`src/rtl/rcu_pkg.sv`:
```
package rcu_pkg;

  // Register addresses
  localparam int ADDR_W = 2;
  localparam logic [ADDR_W-1:0] RA_STATUS = 2'd0;
  localparam logic [ADDR_W-1:0] RA_CTRL   = 2'd1;
  localparam logic [ADDR_W-1:0] RA_FILT   = 2'd2;

  // Status layout: cause bits are one-hot, the glitch flag is sticky
  localparam int ST_W      = 4;
  localparam int ST_POR    = 0;
  localparam int ST_PIN    = 1;
  localparam int ST_SW     = 2;
  localparam int ST_GLITCH = 3;

  localparam logic [ST_W-1:0] CAUSE_MASK = 4'b0111;

  typedef enum logic [1:0] {
    SRC_NONE = 2'd0,
    SRC_POR  = 2'd1,
    SRC_PIN  = 2'd2,
    SRC_SW   = 2'd3
  } src_e;

  // Fixed priority: power-on, then pin, then software
  function automatic src_e pick_source(input logic por, input logic pin, input logic sw);
    if (por)      return SRC_POR;
    else if (pin) return SRC_PIN;
    else if (sw)  return SRC_SW;
    else          return SRC_NONE;
  endfunction

  function automatic logic [ST_W-1:0] cause_bits(input src_e src);
    logic [ST_W-1:0] v;
    v = '0;
    case (src)
      SRC_POR: v[ST_POR] = 1'b1;
      SRC_PIN: v[ST_PIN] = 1'b1;
      SRC_SW:  v[ST_SW]  = 1'b1;
      default: v = '0;
    endcase
    return v;
  endfunction

endpackage

```
`src/rtl/rcu_pin_filter.sv`:
```
// Synchronizes the active-low pin, then accepts it only after a run of low samples.
module rcu_pin_filter #(
  parameter int SYNC_STAGES = 2,
  parameter int CNT_W       = 8
) (
  input  logic             clk,
  input  logic             clr,
  input  logic             pin_n,
  input  logic [CNT_W-1:0] len,
  output logic             req_o,
  output logic             glitch_o
);

  localparam logic [CNT_W-1:0] ONE = CNT_W'(1);

  logic [SYNC_STAGES-1:0] sync_q;
  logic [CNT_W-1:0]       cnt_q;
  logic [CNT_W-1:0]       len_eff;
  logic                   low;

  always_ff @(posedge clk) begin
    if (clr) sync_q <= '1;
    else     sync_q <= {sync_q[SYNC_STAGES-2:0], pin_n};
  end

  assign low     = ~sync_q[SYNC_STAGES-1];
  assign len_eff = (len == '0) ? ONE : len;

  always_ff @(posedge clk) begin
    if (clr) begin
      cnt_q    <= '0;
      req_o    <= 1'b0;
      glitch_o <= 1'b0;
    end else if (low) begin
      if (cnt_q < len_eff) cnt_q <= cnt_q + ONE;
      req_o    <= (cnt_q >= (len_eff - ONE));
      glitch_o <= 1'b0;
    end else begin
      cnt_q    <= '0;
      req_o    <= 1'b0;
      glitch_o <= (cnt_q != '0) && (cnt_q < len_eff);
    end
  end

endmodule

```
`src/rtl/rcu_stretch.sv`:
```
// Holds the reset output for HOLD cycles after the last request.
module rcu_stretch #(
  parameter int HOLD = 32
) (
  input  logic clk,
  input  logic req,
  output logic rst_o
);

  localparam int HOLD_W = $clog2(HOLD + 1);
  localparam logic [HOLD_W-1:0] HOLD_V = HOLD_W'(HOLD);
  localparam logic [HOLD_W-1:0] ONE    = HOLD_W'(1);

  logic [HOLD_W-1:0] left_q;

  always_ff @(posedge clk) begin
    if (req) begin
      left_q <= HOLD_V;
      rst_o  <= 1'b1;
    end else if (left_q != '0) begin
      left_q <= left_q - ONE;
      rst_o  <= 1'b1;
    end else begin
      rst_o  <= 1'b0;
    end
  end

endmodule

```
`src/rtl/rcu_regs.sv`:
```
// Status, control and filter-length registers with registered read data.
module rcu_regs
  import rcu_pkg::*;
#(
  parameter int DATA_W     = 8,
  parameter int FILT_W     = 8,
  parameter int FILT_RESET = 16
) (
  input  logic              clk,
  input  logic              por,
  input  logic              we,
  input  logic [ADDR_W-1:0] addr,
  input  logic [DATA_W-1:0] wdata,
  input  logic              pin_req,
  input  logic              glitch,
  output logic              sw_req_o,
  output logic [FILT_W-1:0] filt_len_o,
  output logic [ST_W-1:0]   status_o,
  output logic [DATA_W-1:0] rdata_o
);

  logic [ST_W-1:0] status_d;
  src_e            winner;

  assign winner = pick_source(1'b0, pin_req, sw_req_o);

  always_comb begin
    status_d = status_o;
    if (we && addr == RA_STATUS) status_d = status_d & ~wdata[ST_W-1:0];
    if (glitch) status_d[ST_GLITCH] = 1'b1;
    if (winner != SRC_NONE)
      status_d = (status_d & ~CAUSE_MASK) | cause_bits(winner);
  end

  always_ff @(posedge clk) begin
    if (por) begin
      status_o   <= cause_bits(SRC_POR);
      sw_req_o   <= 1'b0;
      filt_len_o <= FILT_W'(FILT_RESET);
      rdata_o    <= '0;
    end else begin
      status_o <= status_d;
      sw_req_o <= we && (addr == RA_CTRL) && wdata[0];
      if (we && addr == RA_FILT) filt_len_o <= wdata[FILT_W-1:0];
      case (addr)
        RA_STATUS: rdata_o <= DATA_W'(status_o);
        RA_FILT:   rdata_o <= DATA_W'(filt_len_o);
        default:   rdata_o <= '0;
      endcase
    end
  end

endmodule

```
`src/rtl/rst_cause_unit.sv`:
```
module rst_cause_unit
  import rcu_pkg::*;
#(
  parameter int SYNC_STAGES = 2,
  parameter int FILT_W      = 8,
  parameter int FILT_RESET  = 16,
  parameter int HOLD        = 32,
  parameter int DATA_W      = 8
) (
  input  logic              clk,
  input  logic              por_i,
  input  logic              ext_rst_n_i,
  input  logic              reg_we_i,
  input  logic [1:0]        reg_addr_i,
  input  logic [DATA_W-1:0] reg_wdata_i,
  output logic [DATA_W-1:0] reg_rdata_o,
  output logic              sys_rst_o
);

  logic              pin_req;
  logic              glitch;
  logic              sw_req;
  logic              req_any;
  logic [FILT_W-1:0] filt_len;
  logic [ST_W-1:0]   status_w;

  rcu_pin_filter #(.SYNC_STAGES(SYNC_STAGES), .CNT_W(FILT_W)) u_filt (
    .clk     (clk),
    .clr     (por_i),
    .pin_n   (ext_rst_n_i),
    .len     (filt_len),
    .req_o   (pin_req),
    .glitch_o(glitch)
  );

  rcu_regs #(.DATA_W(DATA_W), .FILT_W(FILT_W), .FILT_RESET(FILT_RESET)) u_regs (
    .clk       (clk),
    .por       (por_i),
    .we        (reg_we_i),
    .addr      (reg_addr_i),
    .wdata     (reg_wdata_i),
    .pin_req   (pin_req),
    .glitch    (glitch),
    .sw_req_o  (sw_req),
    .filt_len_o(filt_len),
    .status_o  (status_w),
    .rdata_o   (reg_rdata_o)
  );

  assign req_any = por_i | pin_req | sw_req;

  rcu_stretch #(.HOLD(HOLD)) u_hold (
    .clk  (clk),
    .req  (req_any),
    .rst_o(sys_rst_o)
  );

endmodule

```
`config.mk`:
```
export PLATFORM = sky130hd
export DESIGN_NAME = rst_cause_unit
export DESIGN_NICKNAME = d
export VERILOG_FILES = /design/src/rtl/rcu_pkg.sv /design/src/rtl/rcu_pin_filter.sv /design/src/rtl/rcu_stretch.sv /design/src/rtl/rcu_regs.sv /design/src/rtl/rst_cause_unit.sv
export SDC_FILE = /design/constraint.sdc
export NUM_CORES = 1
export LEC_CHECK = 0
export CORE_ASPECT_RATIO = 0.5
export CORE_MARGIN = 4
export CORE_UTILIZATION = 50
export CTS_CLUSTER_DIAMETER = 200
export DETAILED_ROUTE_END_ITERATION = 6
export MAX_ROUTING_LAYER = met4
export PLACE_DENSITY_LB_ADDON = 0.3
export SLEW_MARGIN = 20
export SYNTH_ARGS = -nofsm -noshare
export SYNTH_HDL_FRONTEND = slang
export SYNTH_HIERARCHICAL = 1
export SYNTH_SLANG_ARGS = --single-unit
```
`constraint.sdc`:
```
create_clock -name clk -period 2.39 [get_ports clk]
set_input_delay 0.478 -clock clk [delete_from_list [all_inputs] [get_ports clk]]
set_output_delay 0.478 -clock clk [all_outputs]
set_load 0.01 [all_outputs]
```
==> summary.md, run 1 <==
| Metric | Value |
|---|---|
| Status | complete, but fails checks |
| Failing checks | negative setup slack |
| Hold Slack | 441.5 ps |
| Fraction of synthesis flops using an asynchronous set or reset pin | 0% |
| Final setup vio count | 1 |
| Max Root-Sink Buffers | 2 |
| Maximum VDD drop | ~0.00026 V |
| Sequence of cells on the critical path | or2_4, or4_4, or3_4, o21ai_4, ha_4, a21oi_4, o21ai_4, a2111oi_4, nor3_2 |
| Worst min path class | reg2reg |
| GRT overflow | 0 |
| H-tree depth | 2 |
| Setup TNS | -126.7 ps |
| First-pass GRT wire length | approximately 8.3 mm |
| DIE WIDTH | 100.6 um |
| CP Buf/Inv Count | 0 |
| Static leakage | 0.001089 uW |
| Final worst path period need | 2517 ps |
| Num ports | 23 |
| Vias in the first global route | 1801 |
| Ranking of synthesized cells by area | dfxtp_1 37%, ha_1 11%, mux2i_1 5.6% |
| DP Cell Count | 313 |
| Number of port buffers | 22 |
| DPL Wire Length | 3.433 mm |
| Antenna-violating nets left | 0 |
| Router iterations before antenna repair | 4 |
| Largest net degree at the start of global routing | 31 |
| Rows | 16 |
| Final period utilization | 105.3% |
| Initial antenna violation count | 0 |
| Synth Flop Type | dfxtp_1 |
| Worst setup SP type | flip-flop |
| Global Route Usage Sum | 19.99% |
| Sequential cell area | roughly 800 um2 |
| Initial Util | between 50% and 60% |
| CTS buffer count | 5 |
| Layout fillers | 313 |
| Pwr/cell area | 573.6 nW/um2 |
| Cells after synthesis | 231 |
| Routability Congestion | about 0.82 |
| CP Data Arrival Time | around 2700 ps |
| Synth top area share | 37.32% |
| Final Hold Fails | 0 |
| Fin cells | about 320 |
| Setup Skew | 6.400 ps |
| Overall die area | between 5000 and 6000 um2 |
| Routed wl met2 | 2.479 mm |
| Clock Sinks | 40 |
| Tightest Pin Transition | 513.9 ps |
| Share of post-route cells with drive strength above 1 | 22.59% |
| Biggest area consumer among synthesized cells | dfxtp_1 |
| Post-layout util | 69.71% |
| Footprint of the multi-input gates | 1413 um2 |
| Syn avg cell area | 9.289 um2 |
| Relative slew slack | 65.67% |
| CP Max Fanout | 3 |
| Detailed-route vias per instance | 5.620 |
| Slew Limit Fails | 0 |
| Mapped cell area | around 2100 um2 |
| CP Capture Type | flip-flop |
| Core area | 4024 um2 |
| TritonCTS clock tree | yes |
| Post-synthesis sequential area ratio | 37.32% |
| Worst-Skew Late Latency | 300 ps |
| Max Fclk | between 300 and 400 MHz |
| Nets | 302 |
| Vias post-DR | 1821 |
| Number of inserted diodes | 0 |
| Yosys cell types | 47 |
| Met3 WL | 170 um |
| Max Cap Viol | 0 |
| Top sig layer | met4 |
| Delay-heaviest family, CP | simple AND/OR/NAND/NOR gates |
| WL/cell | 16.30 um |
| Total wire length | 5.282 mm |
| Critical path data required time | 2570 ps |
| Root Buffer Master | clkbuf_8 |
| Die height | about 54 um |
| Residual DRC count | 0 |
| Met1 wire length | 2.436 mm |
| Synthesized Nets | 264 |
| Kind of critical path | reg2reg |
| Slowest-stage cell, CP | or3_4 |
| Most frequent CP cell | o21ai_4 |
| YS warnings | 6 |
| Setup WS post-layout | -126.7 ps |
| Critical Path Max Stage Delay | 450 ps |
| Number of synthesized flops with an enable pin | 0 |
| Iteration-0 DRC Markers | 65 |
| Clock Pin Slew Worst Setup and Hold Paths | 80 ps |
| Area Overhead vs Synth | 30.73% |
| Synth Register Bits | 40 |
| RSZ-0062 raised after global routing | yes |
-- flip-flops by register name (all words and copies together), names as in the netlist --
signal	cells
u_filt/req_o	1
u_hold/rst_o	1
u_regs/sw_req_o	1
u_regs/rdata_o	8
u_regs/status_o	4
u_regs/filt_len_o	8
u_filt/glitch_o	1
u_filt/sync_q	2
u_filt/cnt_q	8
u_hold/left_q	6
-- per-layer routing --
layer	vias to the layer above	track usage, %
met4	0	8.949
li1	912	-
met5	-	-
met3	19	5.216
met1	859	23.65
met2	31	32.79
-- placed cells by master, fill, tap and decap left out, types with 3 or more instances in the layout --
cell	n
or2_2	4
ha_1	15
nor3_1	13
nand2b_1	16
clkbuf_8	5
inv_1	15
clkdlybuf4s50_1	22
xnor2_1	5
o21ai_0	9
and3_1	7
ha_4	3
nand2_1	3
a21oi_2	4
buf_4	15
or3_1	6
nor2_1	12
or3_4	4
nand4_1	5
mux2i_1	12
dfxtp_1	38
a21oi_1	10
-- final timing paths --
check                                    start                           to  slack (ps)  cells past startpoint
min                u_filt/sync_q[0]$_SDFF_PP1_  u_filt/sync_q[1]$_SDFF_PP1_         440                      1
max reg2reg  u_regs/filt_len_o[0]$_SDFFE_PP0P_      u_filt/req_o$_SDFF_PP0_        -130                      9
max          u_regs/filt_len_o[0]$_SDFFE_PP0P_      u_filt/req_o$_SDFF_PP0_        -130                      9
min reg2reg        u_filt/sync_q[0]$_SDFF_PP1_  u_filt/sync_q[1]$_SDFF_PP1_         440                      1
-- stage by stage --
stage                     instance area, um2  power (uW)  worst slack (ps)
after detailed placement                2501        1139            -210.5
after CTS                               2623        1593            -144.0
final                                   2805        1609            -126.7
after global routing                    2805        1700            -197.4
after global placement                  2501        1117            -99.01
after floorplan                         2146        1037            -96.92
-- cells in the mapped netlist (2+ instances only) --
cell type  instances
nor2b_1            2
nand2b_1          16
clkbuf_1           3
a41oi_1            2
or2_2              4
a21oi_1           16
a311oi_1           2
nand4_1            5
nor3b_1            2
ha_1              19
nor2_1            12
o21ai_0           11
inv_1             15
or3_1              9
nor3_1            14
buf_6              2
a2111oi_0          2
xnor2_1            5
mux2i_1           12
and3_1             7
mux2_4             2
nand2_1            4
dfxtp_1           40
o211ai_1           2
-- cell type report --
type                    instances  share of cell area [%]
inverters                      15                   2.007
clock inverters                 3                  0.6690
multi-input cells             168                   50.36
flip-flops and latches         40                   28.64
repair buffers                 39                   13.47
clock buffers                   5                   2.453
well taps                      54                   2.409
-- repair_timing --
item	CTS	global route
pin swaps	4	15
gates cloned	0	1
hold buffers	0	0
setup endpoints to repair	1	10
gates resized for setup	8	26
setup buffers	0	2
-- power breakdown --
part / switching (uW) / total (uW) / internal, uW
Sequential: 51.4 / 771 / 719
Combinational: 181 / 384 / 203
Clock: 251 / 454 / 204
-- cell families after synthesis --
| kind of cell | Yosys count | share of synthesized area [%] |
|---|---|---|
| compound gates | 41 | 11.55 |
| xor+xnor | 6 | 2.799 |
| fa+ha+maj | 19 | 11.08 |
| buf+inv | 23 | 4.956 |
| flops | 40 | 37.32 |
| mux | 14 | 6.997 |
| simple gates | 88 | 25.31 |
-- worst reg2reg max path: stages, from the launching register on --
cell       delay [ps]
dfxtp_2           330
or2_4             250
or4_4             440
or3_4             450
o21ai_4           160
ha_4              240
a21oi_4           160
o21ai_4            90
a2111oi_4         220
nor3_2             70
No activity file was read; power rests on OpenSTA's default activity.
==> run 2, diff against run 1 <==
--- a/config.mk
+++ b/config.mk
@@ -10,6 +10,7 @@
 export CORE_UTILIZATION = 50
 export CTS_CLUSTER_DIAMETER = 200
 export DETAILED_ROUTE_END_ITERATION = 6
+export HOLD_SLACK_MARGIN = 0.12
 export MAX_ROUTING_LAYER = met4
 export PLACE_DENSITY_LB_ADDON = 0.3
 export SLEW_MARGIN = 20
==> results of run 2 <==
The final DEF is identical to that of run 1; final timing and power are the same.
==> run 3, diff against run 2 <==
--- a/config.mk
+++ b/config.mk
@@ -6,7 +6,6 @@
 export NUM_CORES = 1
 export LEC_CHECK = 0
 export CORE_ASPECT_RATIO = 0.5
-export CORE_MARGIN = 4
 export CORE_UTILIZATION = 50
 export CTS_CLUSTER_DIAMETER = 200
 export DETAILED_ROUTE_END_ITERATION = 6
==> summary.md, run 3 (synthesis gave the netlist of run 1 again) <==
| Metric | Value |
|---|---|
| Vias post-DR | 1800 |
| Tightest Pin Transition | between 500 and 600 ps |
| Pwr/cell area | 620.6 nW/um2 |
| CP Capture Type | flip-flop |
| CTS buffer count | 5 |
| Placed Area | 2501 um2 |
| Overall die area | approximately 4600 um2 |
| First-pass GRT wire length | 7.728 mm |
| Status | complete, but fails checks |
| Setup WS post-layout | -107.8 ps |
| Largest net degree at the start of global routing | 31 |
| Detailed-route vias per instance | between 5 and 6 |
| Num ports | 23 |
| Final worst path period need | 2498 ps |
| Setup TNS | -107.8 ps |
| Kind of critical path | reg2reg |
| Path depth of the worst reg2reg path | 10 |
| Global Route Usage Sum | between 20% and 30% |
| Relative slew slack | 65.41% |
| Routability Congestion | 0.9184 |
| H-tree depth | 2 |
| Rows | 16 |
| Max Cap Viol | 0 |
| Residual DRC count | 0 |
| Die height | 48.33 um |
| Number of port buffers | 22 |
| Area Overhead vs Synth | 30.15% |
| Leading cell types in the layout, fill and taps excluded | 38 x dfxtp_1, 22 x clkdlybuf4s50_1, 16 x nand2b_1, 16 x ha_1 |
| Layout fillers | 290 |
| Iteration-0 DRC Markers | 72 |
| Core area | 4004 um2 |
| Router iterations before antenna repair | 4 |
| RSZ-0062 raised after global routing | yes |
| Number of inserted diodes | 0 |
| Worst-Skew Late Latency | about 300 ps |
| Worst setup SP type | flip-flop |
| Maximum VDD drop | 0.0002517 V |
| Final Hold Fails | 0 |
| CP Max Fanout | 4 |
| Min-Delay Path Depth | 1 |
| Clock Sinks | 40 |
| Slew Limit Fails | 0 |
| CP startpoint | u_regs/filt_len_o[0]$_SDFFE_PP0P_ |
| Failing checks | negative setup slack |
| Static leakage | 0.001097 uW |
| Most common cell after layout, fill and taps aside | dfxtp_1 |
| Worst min path class | reg2reg |
| Nets | 302 |
| Antenna-violating nets left | 0 |
| Initial Util | 53.59% |
| Top Registers | u_filt/cnt_q: 8 flops, u_regs/filt_len_o: 8 flops, u_regs/rdata_o: 8 flops |
| Total wire length | 4.909 mm |
| Vias in the first global route | 1719 |
| Setup Skew | 10.13 ps |
| Cts hold-fix bufs | 0 |
| TritonCTS clock tree | yes |
| DIE WIDTH | 94.65 um |
| CP Data Arrival Time | 2670 ps |
| WL/cell | 15.15 um |
| Post-layout util | 69.75% |
| Max Fclk | 400.3 MHz |
| Critical path data required time | 2560 ps |
| Root Buffer Master | clkbuf_8 |
| Initial antenna violation count | 0 |
| Max Root-Sink Buffers | 2 |
| Clock Pin Slew Worst Setup and Hold Paths | 90 ps |
| Final setup vio count | 1 |
| Final std cell area, no fill | 2793 um2 |
| Final period utilization | 104.5% |
| Worst R2R Start | u_regs/filt_len_o[0]$_SDFFE_PP0P_ |
| Worst hold path startpoint | u_filt/sync_q[0]$_SDFF_PP1_ |
| DPL Wire Length | 3.305 mm |
| GRT overflow | 0 |
| Share of post-route cells with drive strength above 1 | 19.63% |
-- run 3: changes by cell type in the layout (fill, tap and decap cells not counted), sizes merged --
cell / previous run / this run
clkinv: 3 / 1
bufinv: 0 / 1
clkbuf: 6 / 7
-- run 3: metrics by stage --
stage	power (uW)	setup WS, ps	hold slack, ps	std cells
after floorplan	1037	-96.92	389.5	231
after global placement	1117	-111.8	393.0	313
after detailed placement	1135	-186.8	402.6	313
after CTS	1726	-209.7	429.0	321
after global routing	1821	-189.5	442.6	324
final	1733	-107.8	425.2	324
-- run 3: metal layers --
| metal | share of wire, % | global-route usage [%] | wire length, um | vias up |
|---|---|---|---|---|
| met4 | 1.3 | 4.545 | 64 | 0 |
| met3 | 3.0 | 6.132 | 147 | 8 |
| li1 | - | - | - | 908 |
| met1 | 49 | 28.46 | 2419 | 862 |
| met2 | 46 | 36.33 | 2277 | 22 |
| met5 | 0 | - | 0 | - |
-- run 3: worst max-delay path, stage by stage, from the launching register on --
cell	delay [ps]
dfxtp_1	320
or2_4	260
or4_4	440
buf_4	160
o21ai_0	230
and2_1	210
ha_4	210
a21oi_2	140
o21ai_2	100
a2111oi_4	220
nor3_2	80
-- run 3: power by group --
group,internal [uW],switching (uW),total [uW]
Clock,342,250,592
Sequential,720,51.2,771
Combinational,197,174,370
-- run 3: final timing paths --
kind / endpoint / slack [ps]
hold / removal: u_filt/sync_q[1]$_SDFF_PP1_ / 430
setup reg to reg: u_filt/req_o$_SDFF_PP0_ / -110
hold reg to reg: u_filt/sync_q[1]$_SDFF_PP1_ / 430
setup / recovery: u_filt/req_o$_SDFF_PP0_ / -110
-- run 3: timing repair --
action | in CTS | in global routing
setup buffers | 0 | 2
pin swaps | 7 | 12
cloned | 0 | 1
setup endpoints to repair | 8 | 9
resized for setup | 9 | 14
-- run 3: cell type report --
| type | count | area, um2 | share of cell area (%) |
|---|---|---|---|
| Inverter | 15 | 56.30 | 2.016 |
| Clock buffer | 6 | 82.58 | 2.957 |
| Sequential cell | 40 | 803.3 | 28.76 |
| Multi-Input combinational cell | 168 | 1366 | 48.92 |
| Timing Repair Buffer | 39 | 377.9 | 13.53 |
| Tap cell | 54 | 67.56 | 2.419 |
| Clock inverter | 2 | 38.79 | 1.389 |
